==> config.mk <==
export PLATFORM = sky130hd
export DESIGN_NAME = step_trap_seq
export DESIGN_NICKNAME = d
export VERILOG_FILES = /design/src/rtl/step_trap_pkg.sv /design/src/rtl/step_flags.sv /design/src/rtl/step_entry_fsm.sv /design/src/rtl/step_trap_seq.sv
export SDC_FILE = /design/constraint.sdc
export NUM_CORES = 1
export LEC_CHECK = 0
export ABC_AREA = 0
export CAP_MARGIN = 40
export CELL_PAD_IN_SITES_DETAIL_PLACEMENT = 1
export CELL_PAD_IN_SITES_GLOBAL_PLACEMENT = 1
export CORE_AREA = 2 2 141 108
export DETAILED_ROUTE_END_ITERATION = 10
export DIE_AREA = 0 0 143 110
export PLACE_DENSITY_LB_ADDON = 0.1
export SETUP_SLACK_MARGIN = 0.2
export SLEW_MARGIN = 40
export SYNTH_ARGS = -nofsm -noshare
export SYNTH_HDL_FRONTEND = slang
export SYNTH_SLANG_ARGS = --single-unit
==> constraint.sdc <==
create_clock -name clk -period 2.1 [get_ports clk]
set_input_delay 0.42 -clock clk [delete_from_list [all_inputs] [get_ports clk]]
set_output_delay 0.42 -clock clk [all_outputs]
set_load 0.02 [all_outputs]
==> src/rtl/step_trap_pkg.sv <==
package step_trap_pkg;
  localparam int FW = 16;

  localparam int FB_CARRY = 0;
  localparam int FB_PAR   = 2;
  localparam int FB_AUX   = 4;
  localparam int FB_ZERO  = 6;
  localparam int FB_SIGN  = 7;
  localparam int FB_TRAP  = 8;
  localparam int FB_IEN   = 9;
  localparam int FB_DIR   = 10;
  localparam int FB_OVF   = 11;

  localparam logic [FW-1:0] STAT_MASK = FW'((1 << FB_CARRY) | (1 << FB_PAR) | (1 << FB_AUX)
                                           | (1 << FB_ZERO) | (1 << FB_SIGN) | (1 << FB_OVF));
  localparam logic [FW-1:0] CTRL_MASK = FW'((1 << FB_TRAP) | (1 << FB_IEN) | (1 << FB_DIR));
  localparam logic [FW-1:0] DEF_MASK  = STAT_MASK | CTRL_MASK;

  typedef enum logic [1:0] {
    RK_PLAIN  = 2'd0,
    RK_STATUS = 2'd1,
    RK_POPF   = 2'd2,
    RK_IRET   = 2'd3
  } ret_kind_e;

  typedef enum logic [2:0] {
    SQ_IDLE, SQ_PUSH_F, SQ_PUSH_CS, SQ_PUSH_IP, SQ_VEC_IP, SQ_VEC_CS, SQ_LOAD
  } seq_e;
endpackage

==> src/rtl/step_flags.sv <==
module step_flags
  import step_trap_pkg::*;
(
  input  logic          clk,
  input  logic          rst_n,
  input  logic          upd_en,
  input  logic [1:0]    upd_kind,
  input  logic [FW-1:0] upd_image,
  input  logic          clr_ti,
  output logic [FW-1:0] flags_q
);
  logic [FW-1:0] flags_d;
  logic          flags_en;

  always_comb begin
    flags_d  = flags_q;
    flags_en = 1'b0;
    if (clr_ti) begin
      flags_en         = 1'b1;
      flags_d[FB_TRAP] = 1'b0;
      flags_d[FB_IEN]  = 1'b0;
    end else if (upd_en) begin
      case (upd_kind)
        RK_STATUS: begin
          flags_en = 1'b1;
          flags_d  = (flags_q & ~STAT_MASK) | (upd_image & STAT_MASK);
        end
        RK_POPF, RK_IRET: begin
          flags_en = 1'b1;
          flags_d  = upd_image & DEF_MASK;
        end
        default: flags_en = 1'b0;
      endcase
    end
  end

  always_ff @(posedge clk or negedge rst_n) begin
    if (!rst_n)        flags_q <= '0;
    else if (flags_en) flags_q <= flags_d;
  end

  AST_TI_CLEARED: assert property (@(posedge clk) disable iff (!rst_n)
    clr_ti |=> (!flags_q[FB_TRAP] && !flags_q[FB_IEN]));
  AST_STATUS_KEEPS_CTRL: assert property (@(posedge clk) disable iff (!rst_n)
    (upd_en && upd_kind == RK_STATUS && !clr_ti) |=> (flags_q[FB_DIR:FB_TRAP] == $past(flags_q[FB_DIR:FB_TRAP])));
endmodule

==> src/rtl/step_entry_fsm.sv <==
module step_entry_fsm
  import step_trap_pkg::*;
#(
  parameter int DW        = 16,
  parameter int TRAP_TYPE = 1
) (
  input  logic          clk,
  input  logic          rst_n,
  input  logic          start,
  input  logic [DW-1:0] ip_in,
  input  logic [DW-1:0] cs_in,
  input  logic [DW-1:0] sp_in,
  input  logic [DW-1:0] flags_in,
  input  logic          mem_ack,
  input  logic [DW-1:0] mem_rdata,
  output logic          busy,
  output logic          mem_req,
  output logic          mem_we,
  output logic [DW-1:0] mem_addr,
  output logic [DW-1:0] mem_wdata,
  output logic          clr_ti,
  output logic          pc_load,
  output logic [DW-1:0] pc_ip,
  output logic [DW-1:0] pc_cs,
  output logic [DW-1:0] sp_new
);
  localparam int            WORD_BYTES = 2;
  localparam logic [DW-1:0] VEC_IP_ADDR = DW'(TRAP_TYPE * 2 * WORD_BYTES);
  localparam logic [DW-1:0] VEC_CS_ADDR = VEC_IP_ADDR + DW'(WORD_BYTES);
  localparam logic [DW-1:0] STEP        = DW'(WORD_BYTES);

  seq_e          state_q, state_d;
  logic [DW-1:0] ip_q, cs_q, sp_q, vip_q, vcs_q;
  logic          cap_en, push_ack, vip_en, vcs_en;

  always_comb begin
    state_d   = state_q;
    mem_req   = 1'b0;
    mem_we    = 1'b0;
    mem_addr  = '0;
    mem_wdata = '0;
    clr_ti    = 1'b0;
    case (state_q)
      SQ_IDLE: if (start) state_d = SQ_PUSH_F;
      SQ_PUSH_F: begin
        mem_req = 1'b1; mem_we = 1'b1; mem_addr = sp_q - STEP; mem_wdata = flags_in;
        if (mem_ack) begin clr_ti = 1'b1; state_d = SQ_PUSH_CS; end
      end
      SQ_PUSH_CS: begin
        mem_req = 1'b1; mem_we = 1'b1; mem_addr = sp_q - STEP; mem_wdata = cs_q;
        if (mem_ack) state_d = SQ_PUSH_IP;
      end
      SQ_PUSH_IP: begin
        mem_req = 1'b1; mem_we = 1'b1; mem_addr = sp_q - STEP; mem_wdata = ip_q;
        if (mem_ack) state_d = SQ_VEC_IP;
      end
      SQ_VEC_IP: begin
        mem_req = 1'b1; mem_addr = VEC_IP_ADDR;
        if (mem_ack) state_d = SQ_VEC_CS;
      end
      SQ_VEC_CS: begin
        mem_req = 1'b1; mem_addr = VEC_CS_ADDR;
        if (mem_ack) state_d = SQ_LOAD;
      end
      SQ_LOAD: state_d = SQ_IDLE;
      default: state_d = SQ_IDLE;
    endcase
  end

  assign cap_en   = start && (state_q == SQ_IDLE);
  assign push_ack = mem_req && mem_we && mem_ack;
  assign vip_en   = (state_q == SQ_VEC_IP) && mem_ack;
  assign vcs_en   = (state_q == SQ_VEC_CS) && mem_ack;

  always_ff @(posedge clk or negedge rst_n) begin
    if (!rst_n) state_q <= SQ_IDLE;
    else        state_q <= state_d;
  end

  always_ff @(posedge clk or negedge rst_n) begin
    if (!rst_n) begin
      ip_q <= '0; cs_q <= '0; sp_q <= '0;
    end else if (cap_en) begin
      ip_q <= ip_in; cs_q <= cs_in; sp_q <= sp_in;
    end else if (push_ack) begin
      sp_q <= sp_q - STEP;
    end
  end

  always_ff @(posedge clk or negedge rst_n) begin
    if (!rst_n)      vip_q <= '0;
    else if (vip_en) vip_q <= mem_rdata;
  end

  always_ff @(posedge clk or negedge rst_n) begin
    if (!rst_n)      vcs_q <= '0;
    else if (vcs_en) vcs_q <= mem_rdata;
  end

  assign busy    = (state_q != SQ_IDLE);
  assign pc_load = (state_q == SQ_LOAD);
  assign pc_ip   = vip_q;
  assign pc_cs   = vcs_q;
  assign sp_new  = sp_q;

  AST_REQ_HOLD: assert property (@(posedge clk) disable iff (!rst_n)
    (mem_req && !mem_ack) |=> (mem_req && $stable(mem_addr) && $stable(mem_we)));
  AST_SP_STEP: assert property (@(posedge clk) disable iff (!rst_n)
    push_ack |=> (sp_new == $past(sp_new) - STEP));
  AST_LOAD_DONE: assert property (@(posedge clk) disable iff (!rst_n)
    pc_load |=> !busy);
  AST_START_BUSY: assert property (@(posedge clk) disable iff (!rst_n)
    start |=> busy);
endmodule

==> src/rtl/step_trap_seq.sv <==
module step_trap_seq
  import step_trap_pkg::*;
#(
  parameter int DW        = 16,
  parameter int TRAP_TYPE = 1
) (
  input  logic          clk,
  input  logic          rst_n,
  input  logic          retire_valid,
  input  logic [1:0]    retire_kind,
  input  logic [DW-1:0] retire_image,
  input  logic [DW-1:0] ip_next,
  input  logic [DW-1:0] cs_cur,
  input  logic [DW-1:0] sp_cur,
  input  logic          mem_ack,
  input  logic [DW-1:0] mem_rdata,
  output logic          busy,
  output logic [DW-1:0] flags,
  output logic          mem_req,
  output logic          mem_we,
  output logic [DW-1:0] mem_addr,
  output logic [DW-1:0] mem_wdata,
  output logic          pc_load,
  output logic [DW-1:0] pc_ip,
  output logic [DW-1:0] pc_cs,
  output logic [DW-1:0] sp_new
);
  logic accept, take, clr_ti;

  assign accept = retire_valid && !busy;
  assign take   = accept && flags[FB_TRAP];

  step_flags u_flags (
    .clk       (clk),
    .rst_n     (rst_n),
    .upd_en    (accept),
    .upd_kind  (retire_kind),
    .upd_image (retire_image),
    .clr_ti    (clr_ti),
    .flags_q   (flags)
  );

  step_entry_fsm #(.DW(DW), .TRAP_TYPE(TRAP_TYPE)) u_fsm (
    .clk       (clk),
    .rst_n     (rst_n),
    .start     (take),
    .ip_in     (ip_next),
    .cs_in     (cs_cur),
    .sp_in     (sp_cur),
    .flags_in  (flags),
    .mem_ack   (mem_ack),
    .mem_rdata (mem_rdata),
    .busy      (busy),
    .mem_req   (mem_req),
    .mem_we    (mem_we),
    .mem_addr  (mem_addr),
    .mem_wdata (mem_wdata),
    .clr_ti    (clr_ti),
    .pc_load   (pc_load),
    .pc_ip     (pc_ip),
    .pc_cs     (pc_cs),
    .sp_new    (sp_new)
  );

  AST_NO_TRAP_CLEAR: assert property (@(posedge clk) disable iff (!rst_n)
    (accept && !flags[FB_TRAP]) |=> !busy);
endmodule

# Word-level counts from Yosys, hierarchy flattened

Cells that the tools add are included.

Bitwise logic cells: 2
Add/sub/neg operators: 1
Reduce and logical (&&, ||, !) cells: 21
Eq/ne operators: 15
Muxes and demuxes: 21

Operators with widths:

| operator              | number |
|---|---|
| $pmux 16 s3           | 2 |
| $mux 16               | 2 |
| $pmux 16 s2           | 1 |
| $mux 3                | 6 |
| $pmux 3 s6            | 1 |
| $or 16x12->16         | 1 |
| $sub 16x2->16 const B | 1 |
| $mux 10               | 1 |
| $ne 2x2->1 const B    | 5 |
| $eq 3x3->1 const B    | 3 |
| $logic_and 1x1->1     | 7 |
| $mux 1                | 7 |
| $eq 3x2->1 const B    | 2 |
| $reduce_and 6->1      | 1 |
| $reduce_bool 2->1     | 3 |
| $reduce_bool 3->1     | 2 |
| $reduce_or 3->1       | 2 |
| $reduce_or 5->1       | 1 |
| $eq 2x2->1 const B    | 2 |
| $reduce_and 4->1      | 1 |
| $eq 3x1->1 const B    | 1 |
| $logic_not 3->1       | 1 |
| $reduce_and 3->1      | 1 |
| $eq 2x1->1 const B    | 1 |
| 5 further kinds       | 5 |

Word-level logic and storage cells: 68
Output and inout port bits: 100
Input port bits: 86
Flip-flop bits (word level): 99

# Logic depth before layout (Yosys ltp)

Word-level depth: 7
Mapped depth: 8
Mapped depth without buffers: 6

# Modules after synthesis

Synthesis repeated with hierarchy kept, for this count alone.

Cells, all modules: 472
Area total of the unflattened synthesis: 4565.6 um^2

By module, submodules not included:

| module         | times used | area each (um^2) | sequential area each (um^2) | cells each |
|---|---|---|---|---|
| step_entry_fsm | 1          | 4130.2           | 2077.0                      | 436 |
| step_flags     | 1          | 420.4            | 225.2                       | 34 |
| step_trap_seq  | 1          | 15.0             | 0.0                         | 2 |

# Worst setup path before layout

OpenSTA, ideal clock, no wires.

Path kind: flip-flop to output port
Start point: register u_fsm.sp_q[1] (netlist: u_fsm.sp_new[1])
End point: output port mem_addr[13]
Slack: -0.203 ns
Arrival time: 1.883 ns
Required time: 1.680 ns
Stages on the path, launching flop included: 7
Path buffers: 0
Cell sequence: dfrtp_1 > inv_1 > ha_1 > nor3b_2 > nand4_1 > xor2_1 > nor2_1

Word-level cells in the longest chain between the ends: 2

Ends and longest elaborated chain:

| what                   | line                                                             | text |
|---|---|---|
| from (decl)            | step_entry_fsm.sv:33                                             | `logic [DW-1:0] ip_q, cs_q, sp_q, vip_q, vcs_q;` |
| from (signal assigned) | step_entry_fsm.sv:84                                             | `ip_q <= ip_in; cs_q <= cs_in; sp_q <= sp_in;` |
| from (signal assigned) | step_entry_fsm.sv:86                                             | `sp_q <= sp_q - STEP;` |
| $sub 16x2->16          | step_entry_fsm.sv:46, step_entry_fsm.sv:50, step_entry_fsm.sv:54 |  |
| $pmux 16 s3            | step_entry_fsm.sv:43                                             | `case (state_q)` |
| to (decl)              | step_trap_seq.sv:21                                              | `output logic [DW-1:0] mem_addr,` |

No other way between the ends.

# Final worst setup path

Start point: register u_fsm.sp_q[1] (netlist: u_fsm.sp_new[1])
End point: output port mem_addr[7]

The elaborated chain is that of the path after synthesis.

==> results.md <==
* Outcome: finished, violations left
* Failing checks: negative setup slack
* First-pass GRT wire length at 25.2 mm
* Clock Latency Late Sink at 0.35 ns
* Routability congestion estimate from global placement at 0.771
* Die ar. at 15700 um2
* Die width at 143 um
* H-tree levels at 3
* I/O pins at 186
* Diodes inserted at 0
* Detailed Place HPWL at 10.9 mm
* Post-route minimum period at 2.41 ns
* Maximum vdd drop at 0.565 mV
* Leakage dissipation at 3.75 nW
* Vias in the first global route at 4652
* DR vias at 4368
* Pwr/cell area at 1590 nW/um2
* Die Height at 110 um
* RSZ-0062 raised after global routing: yes
* Total power at 12.7 mW
* Final Util at 0.561
* Most common cell after layout, fill and taps aside: clkdlybuf4s50_1
* Worst hold path type: in2async
* # rows at 38
* FMAX at 415 MHz
* Commonest cells after routing, fill and taps aside: clkdlybuf4s50_1, nand2_1, dfrtp_1
* Setup ws final at -0.307 ns
* Worst-path clk slew at 0.07 ns
* Crit Path Category: reg2out
* Layout Nets at 794
* Largest delay share family, worst path: buffers and inverters
* Final WL at 16.7 mm
* CP arrival at 1.99 ns
* Final period utilization at 1.15
* Drt first pass iters at 4
* Fin. max-slew vios at 0
* Post-CTS Hold Buffers at 0
* Final setup TNS at -3.67 ns
* Num CTS Buffers at 9
* CTS sink cnt at 92
* DP Worst Slack at -0.385 ns
* CTS tree: built
* Slowest stage delay, CP at 0.44 ns
* Clock skew at 0.00695 ns
* Syn avg cell area at 10.0 um2
* Port Buffers at 171
* Synth Register Bits at 92
* Vias/cell at 4.79
* Antenna-violating nets left at 0
* # setup viols final at 21
* Hold Vio Cnt, Final at 0
* Mapped Cells at 450
* Largest net degree at the start of global routing at 37
* Total track usage at 0.210
* Post-synth cell types at 47
* Startpoint Class: flip-flop
* Crit path max-delay cell type: dfrtp_2
* Mapped Area at 4510 um2
* DRT iter0 DRCs at 176
* Drt wl/cell at 18.3 um
* Share of post-route cells with drive strength above 1 at 0.390
* Gr ovfl total at 0
* Sequential cell area fraction in the yosys report at 0.511
* Core area at 14300 um2
* Yosys warns at 0
* WP buf/inv at 5
* Maximum buffer depth of the clock tree at 2
* Post-route DRC at 0
* Effective utilization at floorplan at 0.315
* Number of max-cap violations at 0
* Crit Path Max Fanout at 5
* Root Buffer: clkbuf_16
* Crit path cell chain: inv_2 > ha_4 > nor3b_4 > buf_4 > buf_6 > buf_6 > nand2_4 > nand2_2 > a21oi_2 > buf_4
* Crit. End Element: primary output
* Initial antenna violation count at 0
* P&R area growth vs syn at 78.1%
* Critical path required time at 1.68 ns
==> state kept, by name (all words and copies together), names as in the netlist <==
register	flops
u_fsm.state_q	3
u_fsm.pc_cs	16
u_fsm.pc_ip	16
u_fsm.sp_new	16
u_fsm.cs_q	16
u_flags.flags_q	9
u_fsm.ip_q	16
==> kinds of logic after synthesis <==
family | share of synthesized area
simple gates | 0.193
buf+inv | 0.0464
flops | 0.511
xor+xnor | 0.0214
fa+ha+maj | 0.00278
compound gates | 0.0869
other cells | 0.000832
mux | 0.138
==> per-layer routing <==
layer	vias to the layer above	wire, um	part of all wire	global-route usage
met1	2183	7230	0.43	0.263
met2	129	8280	0.50	0.358
met3	22	920	0.055	0.0527
li1	2034	-	-	-
met4	0	289	0.017	0.0700
met5	-	0	0	0
==> metrics by stage <==
stage	instances	cell area, um2	hold slack [ns]
2_1_floorplan	456	4600	0.124
4_1_cts	895	7690	0.0255
3_5_place_dp	852	6940	0.407
3_3_place_gp	852	6940	0.396
6_report	912	8030	0.0152
5_1_grt	912	8030	0.0397
==> worst register-to-register path: cells and delay by family (launching register included) <==
family | cells | cell delay, ns
flops | 1 | 0.44
buf+inv | 7 | 0.78
fa+ha+maj | 1 | 0.14
simple gates | 4 | 0.87
==> cell type report <==
cell class	instances	area [um2]
clock buffer	11	243
timing repair buffer	273	2740
inverter	6	35.0
multi-input combinational	325	2410
fill	1533	6280
sequential	92	2310
clock inverter	5	36.3
tap	200	250
==> repair_timing <==
item / 4_1_cts / 5_1_grt
setup endpoints to repair: 62 / 90
resized for setup: 273 / 56
pin swaps: 30 / 35
cloned: 2 / 3
endpoints found under the hold margin: 0 / 0
buffers inserted: 25 / 14
==> power breakdown <==
group | switching, mW | internal [mW]
clock | 0.722 | 0.838
sequential | 0.613 | 2.62
combinational | 3.86 | 4.09
==> final timing paths <==
check                                            start                      endpoint  slack, ns  cells after the start
min in group clk            u_fsm.cs_q[11]$_DFFE_PN0P_    u_fsm.cs_q[11]$_DFFE_PN0P_       0.47                      2
max                        u_fsm.sp_new[1]$_DFFE_PN0P_                   mem_addr[7]      -0.31                     10
min reg2reg                 u_fsm.cs_q[11]$_DFFE_PN0P_    u_fsm.cs_q[11]$_DFFE_PN0P_       0.47                      2
max reg2reg                u_fsm.sp_new[1]$_DFFE_PN0P_   u_fsm.sp_new[9]$_DFFE_PN0P_      -0.19                     12
min                                              rst_n  u_fsm.sp_new[14]$_DFFE_PN0P_       0.02                      1
max in group asynchronous                        rst_n   u_fsm.pc_cs[12]$_DFFE_PN0P_       1.53                      2
==> synth_stat cells (all sizes together) <==
cell type	instances	area share
o211a	1	0.0022
nor4	3	0.0042
nor3	11	0.013
nand2	113	0.094
mux2i	8	0.018
ha	1	0.0028
xor2	7	0.014
nand3	10	0.011
a22oi	12	0.023
conb	1	0.00083
dfrtp	92	0.51
and2	3	0.0042
a21o	6	0.010
o311ai	2	0.0039
o221a	1	0.0025
nor3b	2	0.0044
nand2b	2	0.0028
buf	20	0.028
nand4	3	0.0042
nor2b	2	0.0028
or4	1	0.0017
mux2	48	0.12
xnor2	4	0.0078
o21a	2	0.0033
inv	5	0.0042
o21ai	2	0.0022
a21oi	7	0.0078
nor4b	1	0.0053
a221o	10	0.022
o211ai	1	0.0017
nor2	40	0.034
clkbuf	15	0.012
a211oi	1	0.0017
clkinv	1	0.0019
o22ai	1	0.0014
or3	4	0.0056
or2	2	0.0028
and3	1	0.0014
nand3b	1	0.0017
o21bai	3	0.0050
No activity file was read; power rests on OpenSTA's default activity.
